$ cat config.mk
export PLATFORM = sky130hd
export DESIGN_NAME = pkt_i2c_seq
export DESIGN_NICKNAME = d
export VERILOG_FILES = /design/src/rtl/pi2c_pkg.sv /design/src/rtl/pi2c_hdr_dec.sv /design/src/rtl/pi2c_addr_gen.sv /design/src/rtl/pi2c_rx_pack.sv /design/src/rtl/pkt_i2c_seq.sv
export SDC_FILE = /design/constraint.sdc
export NUM_CORES = 1
export LEC_CHECK = 0
export BUFFER_PORTS_ARGS = -buffer_cell sky130_fd_sc_hd__buf_2
export CORE_MARGIN = 2
export CORE_UTILIZATION = 59
export CTS_CLUSTER_DIAMETER = 60
export CTS_CLUSTER_SIZE = 14
export DETAILED_ROUTE_END_ITERATION = 16
export GPL_TIMING_DRIVEN = 0
export PLACE_DENSITY = 0.9
export RECOVER_POWER = 100
export SYNTH_ARGS = -nofsm -noshare
export SYNTH_HDL_FRONTEND = slang
export SYNTH_SLANG_ARGS = --single-unit
$ cat constraint.sdc
create_clock -name clk -period 3.9 [get_ports clk]
set_input_delay 0.78 -clock clk [delete_from_list [all_inputs] [get_ports clk]]
set_output_delay 0.78 -clock clk [all_outputs]
set_load 0.01 [all_outputs]
$ cat src/rtl/pi2c_pkg.sv
package pi2c_pkg;
    localparam int WORD_W      = 32;
    localparam int PROTO_BIT   = 4;
    localparam int TAG_LSB     = 16;
    localparam int TAG_W       = 8;
    localparam int F_RS        = 16;
    localparam int F_IE        = 17;
    localparam int F_TEN       = 18;
    localparam int F_RD        = 19;
    localparam int F_SB        = 20;
    localparam int F_CONT      = 21;
    localparam int F_HS        = 22;

    typedef enum logic [2:0] {
        OP_START  = 3'd0,
        OP_RSTART = 3'd1,
        OP_WRITE  = 3'd2,
        OP_READ   = 3'd3,
        OP_STOP   = 3'd4
    } op_e;

    typedef struct packed {
        logic rs;
        logic ie;
        logic ten;
        logic rd;
        logic sb;
        logic cont;
        logic hs;
    } flags_t;

    typedef enum logic [3:0] {
        S_IDLE, S_LEN, S_ADRHDR, S_START, S_ADDR1, S_ADDR2, S_XFER, S_END, S_DRAIN
    } seq_state_e;
endpackage

$ cat src/rtl/pi2c_hdr_dec.sv
module pi2c_hdr_dec
    import pi2c_pkg::*;
(
    input  logic [WORD_W-1:0] word,
    output logic              proto_ok,
    output logic [TAG_W-1:0]  tag,
    output flags_t            flags,
    output logic [9:0]        taddr
);
    always_comb begin
        proto_ok   = word[PROTO_BIT];
        tag        = word[TAG_LSB +: TAG_W];
        flags.rs   = word[F_RS];
        flags.ie   = word[F_IE];
        flags.ten  = word[F_TEN];
        flags.rd   = word[F_RD];
        flags.sb   = word[F_SB];
        flags.cont = word[F_CONT];
        flags.hs   = word[F_HS];
        taddr      = word[9:0];
    end
endmodule

$ cat src/rtl/pi2c_addr_gen.sv
module pi2c_addr_gen (
    input  logic       ten,
    input  logic       rd,
    input  logic [9:0] taddr,
    output logic [7:0] first_b,
    output logic [7:0] second_b
);
    always_comb begin
        if (ten) begin
            first_b  = {5'b11110, taddr[9:8], rd};
            second_b = taddr[7:0];
        end else begin
            first_b  = {taddr[7:1], rd};
            second_b = 8'h00;
        end
    end
endmodule

$ cat src/rtl/pi2c_rx_pack.sv
module pi2c_rx_pack #(
    parameter int BPW = 4
) (
    input  logic             clk,
    input  logic             rst_n,
    input  logic             clr,
    input  logic             byte_vld,
    input  logic [7:0]       byte_in,
    input  logic             last,
    output logic             push,
    output logic [8*BPW-1:0] word
);
    localparam int LANE_W = $clog2(BPW);
    localparam int WW     = 8 * BPW;

    typedef struct packed {
        logic [WW-1:0]     acc;
        logic [LANE_W-1:0] lane;
        logic              push;
        logic [WW-1:0]     word;
    } pk_t;

    pk_t q, d;

    always_comb begin
        logic [WW-1:0] tmp;
        d      = q;
        d.push = 1'b0;
        tmp    = q.acc;
        if (clr) begin
            d.acc  = '0;
            d.lane = '0;
        end else if (byte_vld) begin
            tmp[{q.lane, 3'b000} +: 8] = byte_in;
            if (last || q.lane == LANE_W'(BPW - 1)) begin
                d.push = 1'b1;
                d.word = tmp;
                d.acc  = '0;
                d.lane = '0;
            end else begin
                d.acc  = tmp;
                d.lane = q.lane + 1'b1;
            end
        end
    end

    always_ff @(posedge clk or negedge rst_n) begin
        if (!rst_n) q <= '0;
        else        q <= d;
    end

    assign push = q.push;
    assign word = q.word;


    rx_lane_restart_chk: assert property (@(posedge clk) disable iff (!rst_n)
        q.push |-> (q.lane == '0) && (q.acc == '0));
endmodule

$ cat src/rtl/pkt_i2c_seq.sv
module pkt_i2c_seq
    import pi2c_pkg::*;
#(
    parameter int LEN_W = 12
) (
    input  logic        clk,
    input  logic        rst_n,
    input  logic        tx_valid,
    input  logic [31:0] tx_data,
    output logic        tx_pop,
    output logic        rx_push,
    output logic [31:0] rx_data,
    output logic        cmd_valid,
    output logic [2:0]  cmd_op,
    output logic [7:0]  cmd_wbyte,
    output logic        cmd_rd_nack,
    input  logic        cmd_done,
    input  logic        rsp_nack,
    input  logic        rsp_arb_lost,
    input  logic [7:0]  rsp_rbyte,
    output logic        ev_nack,
    output logic        ev_arb_lost,
    output logic        ev_pkt_done,
    output logic        busy,
    output logic        hs_mode,
    output logic        start_byte,
    output logic [7:0]  pkt_id
);
    localparam int CNT_W = LEN_W + 1;

    typedef struct packed {
        seq_state_e        st;
        flags_t            fl;
        logic [9:0]        taddr;
        logic [TAG_W-1:0]  tag;
        logic [LEN_W-1:0]  len;
        logic [CNT_W-1:0]  cnt;
        logic [CNT_W-1:0]  wpop;
        logic [31:0]       wbuf;
        logic              cmdv;
        op_e               op;
        logic [7:0]        wbyte;
        logic              rdnack;
        logic              abort;
        logic              held;
        logic              ev_nack;
        logic              ev_arb;
        logic              ev_done;
    } seq_t;

    seq_t q, d;

    logic             dec_proto;
    logic [TAG_W-1:0] dec_tag;
    flags_t           dec_fl;
    logic [9:0]       dec_addr;
    logic [7:0]       adr_b0, adr_b1;
    logic             rx_vld, rx_last, rx_clr;

    pi2c_hdr_dec u_dec (
        .word     (tx_data),
        .proto_ok (dec_proto),
        .tag      (dec_tag),
        .flags    (dec_fl),
        .taddr    (dec_addr)
    );

    pi2c_addr_gen u_adr (
        .ten      (q.fl.ten),
        .rd       (q.fl.rd),
        .taddr    (q.taddr),
        .first_b  (adr_b0),
        .second_b (adr_b1)
    );

    pi2c_rx_pack #(.BPW(4)) u_pack (
        .clk      (clk),
        .rst_n    (rst_n),
        .clr      (rx_clr),
        .byte_vld (rx_vld),
        .byte_in  (rsp_rbyte),
        .last     (rx_last),
        .push     (rx_push),
        .word     (rx_data)
    );

    always_comb begin
        logic             done;
        logic             wr_rsp;
        seq_state_e       wr_nxt;
        logic             last_b;
        logic [CNT_W-1:0] words_total;

        d          = q;
        d.ev_nack  = 1'b0;
        d.ev_arb   = 1'b0;
        d.ev_done  = 1'b0;
        tx_pop     = 1'b0;
        rx_vld     = 1'b0;
        rx_last    = 1'b0;
        rx_clr     = 1'b0;
        wr_rsp     = 1'b0;
        wr_nxt     = S_IDLE;
        done       = q.cmdv && cmd_done;
        last_b     = (q.cnt == CNT_W'(q.len));
        words_total = CNT_W'(q.len >> 2) + 1'b1;

        case (q.st)
            S_IDLE: begin
                if (tx_valid) begin
                    tx_pop = 1'b1;
                    if (dec_proto) begin
                        d.tag = dec_tag;
                        d.st  = S_LEN;
                    end
                end
            end
            S_LEN: begin
                if (tx_valid) begin
                    tx_pop = 1'b1;
                    d.len  = tx_data[LEN_W-1:0];
                    d.st   = S_ADRHDR;
                end
            end
            S_ADRHDR: begin
                if (tx_valid) begin
                    tx_pop  = 1'b1;
                    rx_clr  = 1'b1;
                    d.fl    = dec_fl;
                    d.taddr = dec_addr;
                    d.cnt   = '0;
                    d.wpop  = '0;
                    d.abort = 1'b0;
                    d.st    = S_START;
                end
            end
            S_START: begin
                if (q.held) begin
                    d.held = 1'b0;
                    d.st   = S_ADDR1;
                end else if (!q.cmdv) begin
                    d.cmdv   = 1'b1;
                    d.op     = OP_START;
                    d.rdnack = 1'b0;
                end else if (done) begin
                    d.cmdv = 1'b0;
                    if (rsp_arb_lost) begin
                        d.ev_arb = 1'b1;
                        d.abort  = 1'b1;
                        d.st     = S_DRAIN;
                    end else begin
                        d.st = S_ADDR1;
                    end
                end
            end
            S_ADDR1, S_ADDR2: begin
                if (!q.cmdv) begin
                    d.cmdv   = 1'b1;
                    d.op     = OP_WRITE;
                    d.rdnack = 1'b0;
                    d.wbyte  = (q.st == S_ADDR1) ? adr_b0 : adr_b1;
                end else if (done) begin
                    wr_rsp = 1'b1;
                    wr_nxt = (q.st == S_ADDR1 && q.fl.ten) ? S_ADDR2 : S_XFER;
                end
            end
            S_XFER: begin
                if (!q.cmdv) begin
                    if (q.fl.rd) begin
                        d.cmdv   = 1'b1;
                        d.op     = OP_READ;
                        d.rdnack = last_b;
                    end else if (q.cnt[1:0] == 2'd0) begin
                        if (tx_valid) begin
                            tx_pop   = 1'b1;
                            d.wbuf   = tx_data;
                            d.wbyte  = tx_data[7:0];
                            d.wpop   = q.wpop + 1'b1;
                            d.cmdv   = 1'b1;
                            d.op     = OP_WRITE;
                            d.rdnack = 1'b0;
                        end
                    end else begin
                        d.wbyte  = q.wbuf[{q.cnt[1:0], 3'b000} +: 8];
                        d.cmdv   = 1'b1;
                        d.op     = OP_WRITE;
                        d.rdnack = 1'b0;
                    end
                end else if (done) begin
                    d.cnt = q.cnt + 1'b1;
                    if (q.fl.rd) begin
                        d.cmdv = 1'b0;
                        if (rsp_arb_lost) begin
                            d.ev_arb = 1'b1;
                            d.abort  = 1'b1;
                            rx_clr   = 1'b1;
                            d.st     = S_DRAIN;
                        end else begin
                            rx_vld  = 1'b1;
                            rx_last = last_b;
                            if (last_b) d.st = S_END;
                        end
                    end else begin
                        wr_rsp = 1'b1;
                        wr_nxt = last_b ? S_END : S_XFER;
                    end
                end
            end
            S_END: begin
                if (!q.cmdv) begin
                    d.cmdv   = 1'b1;
                    d.op     = (!q.abort && q.fl.rs) ? OP_RSTART : OP_STOP;
                    d.rdnack = 1'b0;
                end else if (done) begin
                    d.cmdv = 1'b0;
                    if (rsp_arb_lost) begin
                        d.ev_arb = 1'b1;
                        d.abort  = 1'b1;
                        d.st     = S_DRAIN;
                    end else begin
                        d.ev_done = !q.abort && q.fl.ie;
                        d.held    = !q.abort && q.fl.rs;
                        d.st      = q.abort ? S_DRAIN : S_IDLE;
                    end
                end
            end
            S_DRAIN: begin
                if (q.fl.rd || q.wpop >= words_total) begin
                    d.st = S_IDLE;
                end else if (tx_valid) begin
                    tx_pop = 1'b1;
                    d.wpop = q.wpop + 1'b1;
                end
            end
            default: d.st = S_IDLE;
        endcase

        if (wr_rsp) begin
            d.cmdv = 1'b0;
            if (rsp_arb_lost) begin
                d.ev_arb = 1'b1;
                d.abort  = 1'b1;
                d.st     = S_DRAIN;
            end else if (rsp_nack) begin
                d.ev_nack = 1'b1;
                if (q.fl.cont) begin
                    d.st = wr_nxt;
                end else begin
                    d.abort = 1'b1;
                    d.st    = S_END;
                end
            end else begin
                d.st = wr_nxt;
            end
        end
    end

    always_ff @(posedge clk or negedge rst_n) begin
        if (!rst_n) begin
            q    <= '0;
            q.st <= S_IDLE;
            q.op <= OP_START;
        end else begin
            q <= d;
        end
    end

    assign cmd_valid   = q.cmdv;
    assign cmd_op      = q.op;
    assign cmd_wbyte   = q.wbyte;
    assign cmd_rd_nack = q.rdnack;
    assign ev_nack     = q.ev_nack;
    assign ev_arb_lost = q.ev_arb;
    assign ev_pkt_done = q.ev_done;
    assign busy        = (q.st != S_IDLE);
    assign hs_mode     = q.fl.hs;
    assign start_byte  = q.fl.sb;
    assign pkt_id      = q.tag;


    cmd_hold_chk: assert property (@(posedge clk) disable iff (!rst_n)
        (cmd_valid && !cmd_done) |=> (cmd_valid && $stable(cmd_op) && $stable(cmd_wbyte)));

    done_needs_valid_chk: assert property (@(posedge clk) disable iff (!rst_n)
        cmd_done |-> cmd_valid);

    nack_before_stop_chk: assert property (@(posedge clk) disable iff (!rst_n)
        ev_nack |-> ($past(cmd_done) && $past(rsp_nack) && !cmd_valid));

    done_after_end_chk: assert property (@(posedge clk) disable iff (!rst_n)
        ev_pkt_done |-> ($past(cmd_done) &&
                        ($past(cmd_op) == 3'(OP_STOP) || $past(cmd_op) == 3'(OP_RSTART))));

    arb_quiet_chk: assert property (@(posedge clk) disable iff (!rst_n)
        ev_arb_lost |=> !cmd_valid);

    idle_quiet_chk: assert property (@(posedge clk) disable iff (!rst_n)
        (q.st == S_IDLE) |-> !cmd_valid);

    event_excl_chk: assert property (@(posedge clk) disable iff (!rst_n)
        $onehot0({ev_nack, ev_arb_lost, ev_pkt_done}));
endmodule

==> reports/qor.yml <==
powerDensity_nw_per_um2: 618
fin_skew_ps: 11.4
avgSynthCellArea_sq_um: 10.1
finalNonFillerCells: 1307
cts_root_buffer: "clkbuf_16"
path_class: "reg -> out"
vias: 7941
maxCapViolCount: 1
final_common_cell: "dfrtp_1"
setup_viol: 0
failed_checks: "capacitance limit, slew limit"
core_area_sq_um: 15900
synthArstFlopShare_pct: 100
grt-ovfl-total: 0
start_util_pct: 60.5
syn_inst: 954
drtIter0Drc: 866
dpl.hpwl_mm: 17.5
numPortBuffers: 98
hold_viol: 0
grt_max_degree: 115
holdCritPathClass: "reg -> reg"
max_freq_mhz: 265
clock_latency_ps: 450
first_pass_iters: 5
grt_pass1_vias: 8152
layout_common_cells: "dfrtp_1 (182), nand2_1 (127), clkbuf_1 (92), a21oi_1 (69), o21ai_0 (58)"
fin_crit_sh_pct: 96.7
numCtsBuffers: 17
ys_warn_count: 0
ys_seq_elements: 184
path_max_fanout: 3
avgViaCountPerCell: 6.08
clk_transition_reported_paths_ps: 70
rows: 46
drc: 0
die_y_microns: 132
die_x_microns: 132
fp.dieArea_sq_um: 17300
slew_viol_final: 71
crit_path_start_kind: "register"
p_leak_nw: 5.11
clock_sinks: 184
design_area_sq_um: 11000
fin_tns_setup_ps: 0
endpoint_kind: "output pin"
worst_pin_slew_ps: 1830
insertedDiodeCount: 0
status: "finished, violations left"
ys.flop_type: "dfrtp_1"
antenna_found_initial: 1
synth_top_cell_area_share_pct: 47.9
routedWlPerCell_microns: 19.5
hold_buffers: 0
synth.area.top_cells: "dfrtp_1 (48%), mux2_2 (6.3%), nand2_1 (5.0%)"
clock_path_buffers: 2
grt_use_total_pct: 30.4
grt_pass1_wl_mm: 41.8
cts_tree: "done"
yosysTopAreaCell: "dfrtp_1"
synth-seq-area-share_pct: 47.9
cp.required_ps: 3120
gp_congestion: 0.939
slew_headroom_pct: -22.2
synth_edf_count: 0
drive_above_1_share_pct: 20.4
drtAntennaViolNets: 0
fin_nets: 1146
syn2layout_area_growth_pct: 14.4
totalWireLength_mm: 25.4
netlist_area_sq_um: 9610
ios: 107
dpl-instance-area_sq_um: 10400
critPathArrivalTime_ps: 2990
layout_min_cycle_time_ps: 3770
ys_types: 65
htree_levels: 4
vdd_ir_drop_max_mv: 0.412
synth_nets: 1021
dp_cells: 1269
## area by class of cell
cell class	count	area, sq um
Tap cell	216	270
Multi-Input combinational cell	644	4340
Sequential cell	184	4610
Inverter	21	78.8
Clock inverter	14	174
Timing Repair Buffer	106	494
Fill cell	1229	4890
Clock buffer	17	425
Buffer	105	609
## worst paths after layout
path	startpoint	endpoint	slack, ps	cells after the start
max	q[79]	tx_pop	130	13
min	q[4]	ev_pkt_done	480	1
max reg2reg	q[79]	q[57]	680	14
min reg2reg	q[4]	ev_pkt_done	480	1
max in group asynchronous	rst_n	u_pack.word[1]	1790	2
min in group asynchronous	rst_n	q[73]	800	1
## synth_stat cells (5+ instances only)
library cell / n
a31oi_1: 8
xnor2_1: 9
a22o_1: 34
nand4_1: 12
nor3_1: 14
or3_1: 8
a21oi_1: 71
buf_4: 52
mux4_2: 8
xor2_1: 26
clkbuf_1: 31
ha_1: 21
buf_1: 10
buf_2: 9
mux2_2: 54
nand3_1: 19
o21ai_2: 5
dfrtp_1: 184
nor2b_1: 43
mux2i_1: 7
nor2_1: 44
and3_1: 5
nand2_1: 127
o21ai_0: 55
o22ai_1: 9
inv_1: 21
## critical path, cell delays in order (launching register included)
cell     delay (ps)
dfrtp_2         380
ha_1            200
nand3_2         130
nor2_4          150
nand3_1         100
xor2_1          170
ha_1            360
a21oi_2         150
o21ai_1         110
a22oi_2         240
and2_4          190
a21oi_2          40
o21ai_2         170
buf_2           160
## cell families after synthesis
| logic type | synth area share (%) |
|---|---|
| muxes | 9.04 |
| and+or+nand+nor | 15.7 |
| AOI/OAI and AO/OA | 13.8 |
| adders and majority gates | 3.15 |
| xor gates and xnor gates | 3.19 |
| DFF | 47.9 |
| buffers and inverters | 7.24 |
## state kept, by name, indices dropped and copies added, names as in the netlist
register	cells
pkt_id	8
ev_pkt_done	1
ev_arb_lost	1
cmd_valid	1
ev_nack	1
cmd_rd_nack	1
start_byte	1
q	91
u_pack.q	34
u_pack.push	1
cmd_op	3
hs_mode	1
cmd_wbyte	8
u_pack.word	32
## where the power goes
part	switching, mW	leakage, nW	internal (mW)
Sequential	0.339	2.46	2.27
Clock	0.828	0.299	0.973
Combinational	1.42	2.35	0.959
Total	2.59	5.11	4.20
## per-stage QoR
stage / power (mW) / hold slack, ps / utilization (%) / setup WS (ps)
2_1_floorplan: 4.19 / 438 / - / 556
3_5_place_dp: 4.91 / 461 / 65.5 / -43.1
5_1_grt: 7.15 / 502 / 69.2 / -0.705
4_1_cts: 6.78 / 293 / 69.7 / 41.6
3_3_place_gp: 4.79 / 460 / 65.3 / -841
6_report: 6.80 / 475 / 69.2 / 129
## timing repair
item / in CTS / in global routing
setup endpoints to repair: 1 / 1
setup buffers: 5 / 2
resized for setup: 10 / 9
pin swaps: 3 / 6
## layer usage
metal  share of wire (%)  GRT usage, %  up-vias
met2                  48          48.5      392
met3                 7.0          6.71       76
met1                  41          39.9     3925
met4                 3.5          13.8        2
met5               0.028             0        -
li1                    -             -     3546
(Power assumes the default switching activity.)
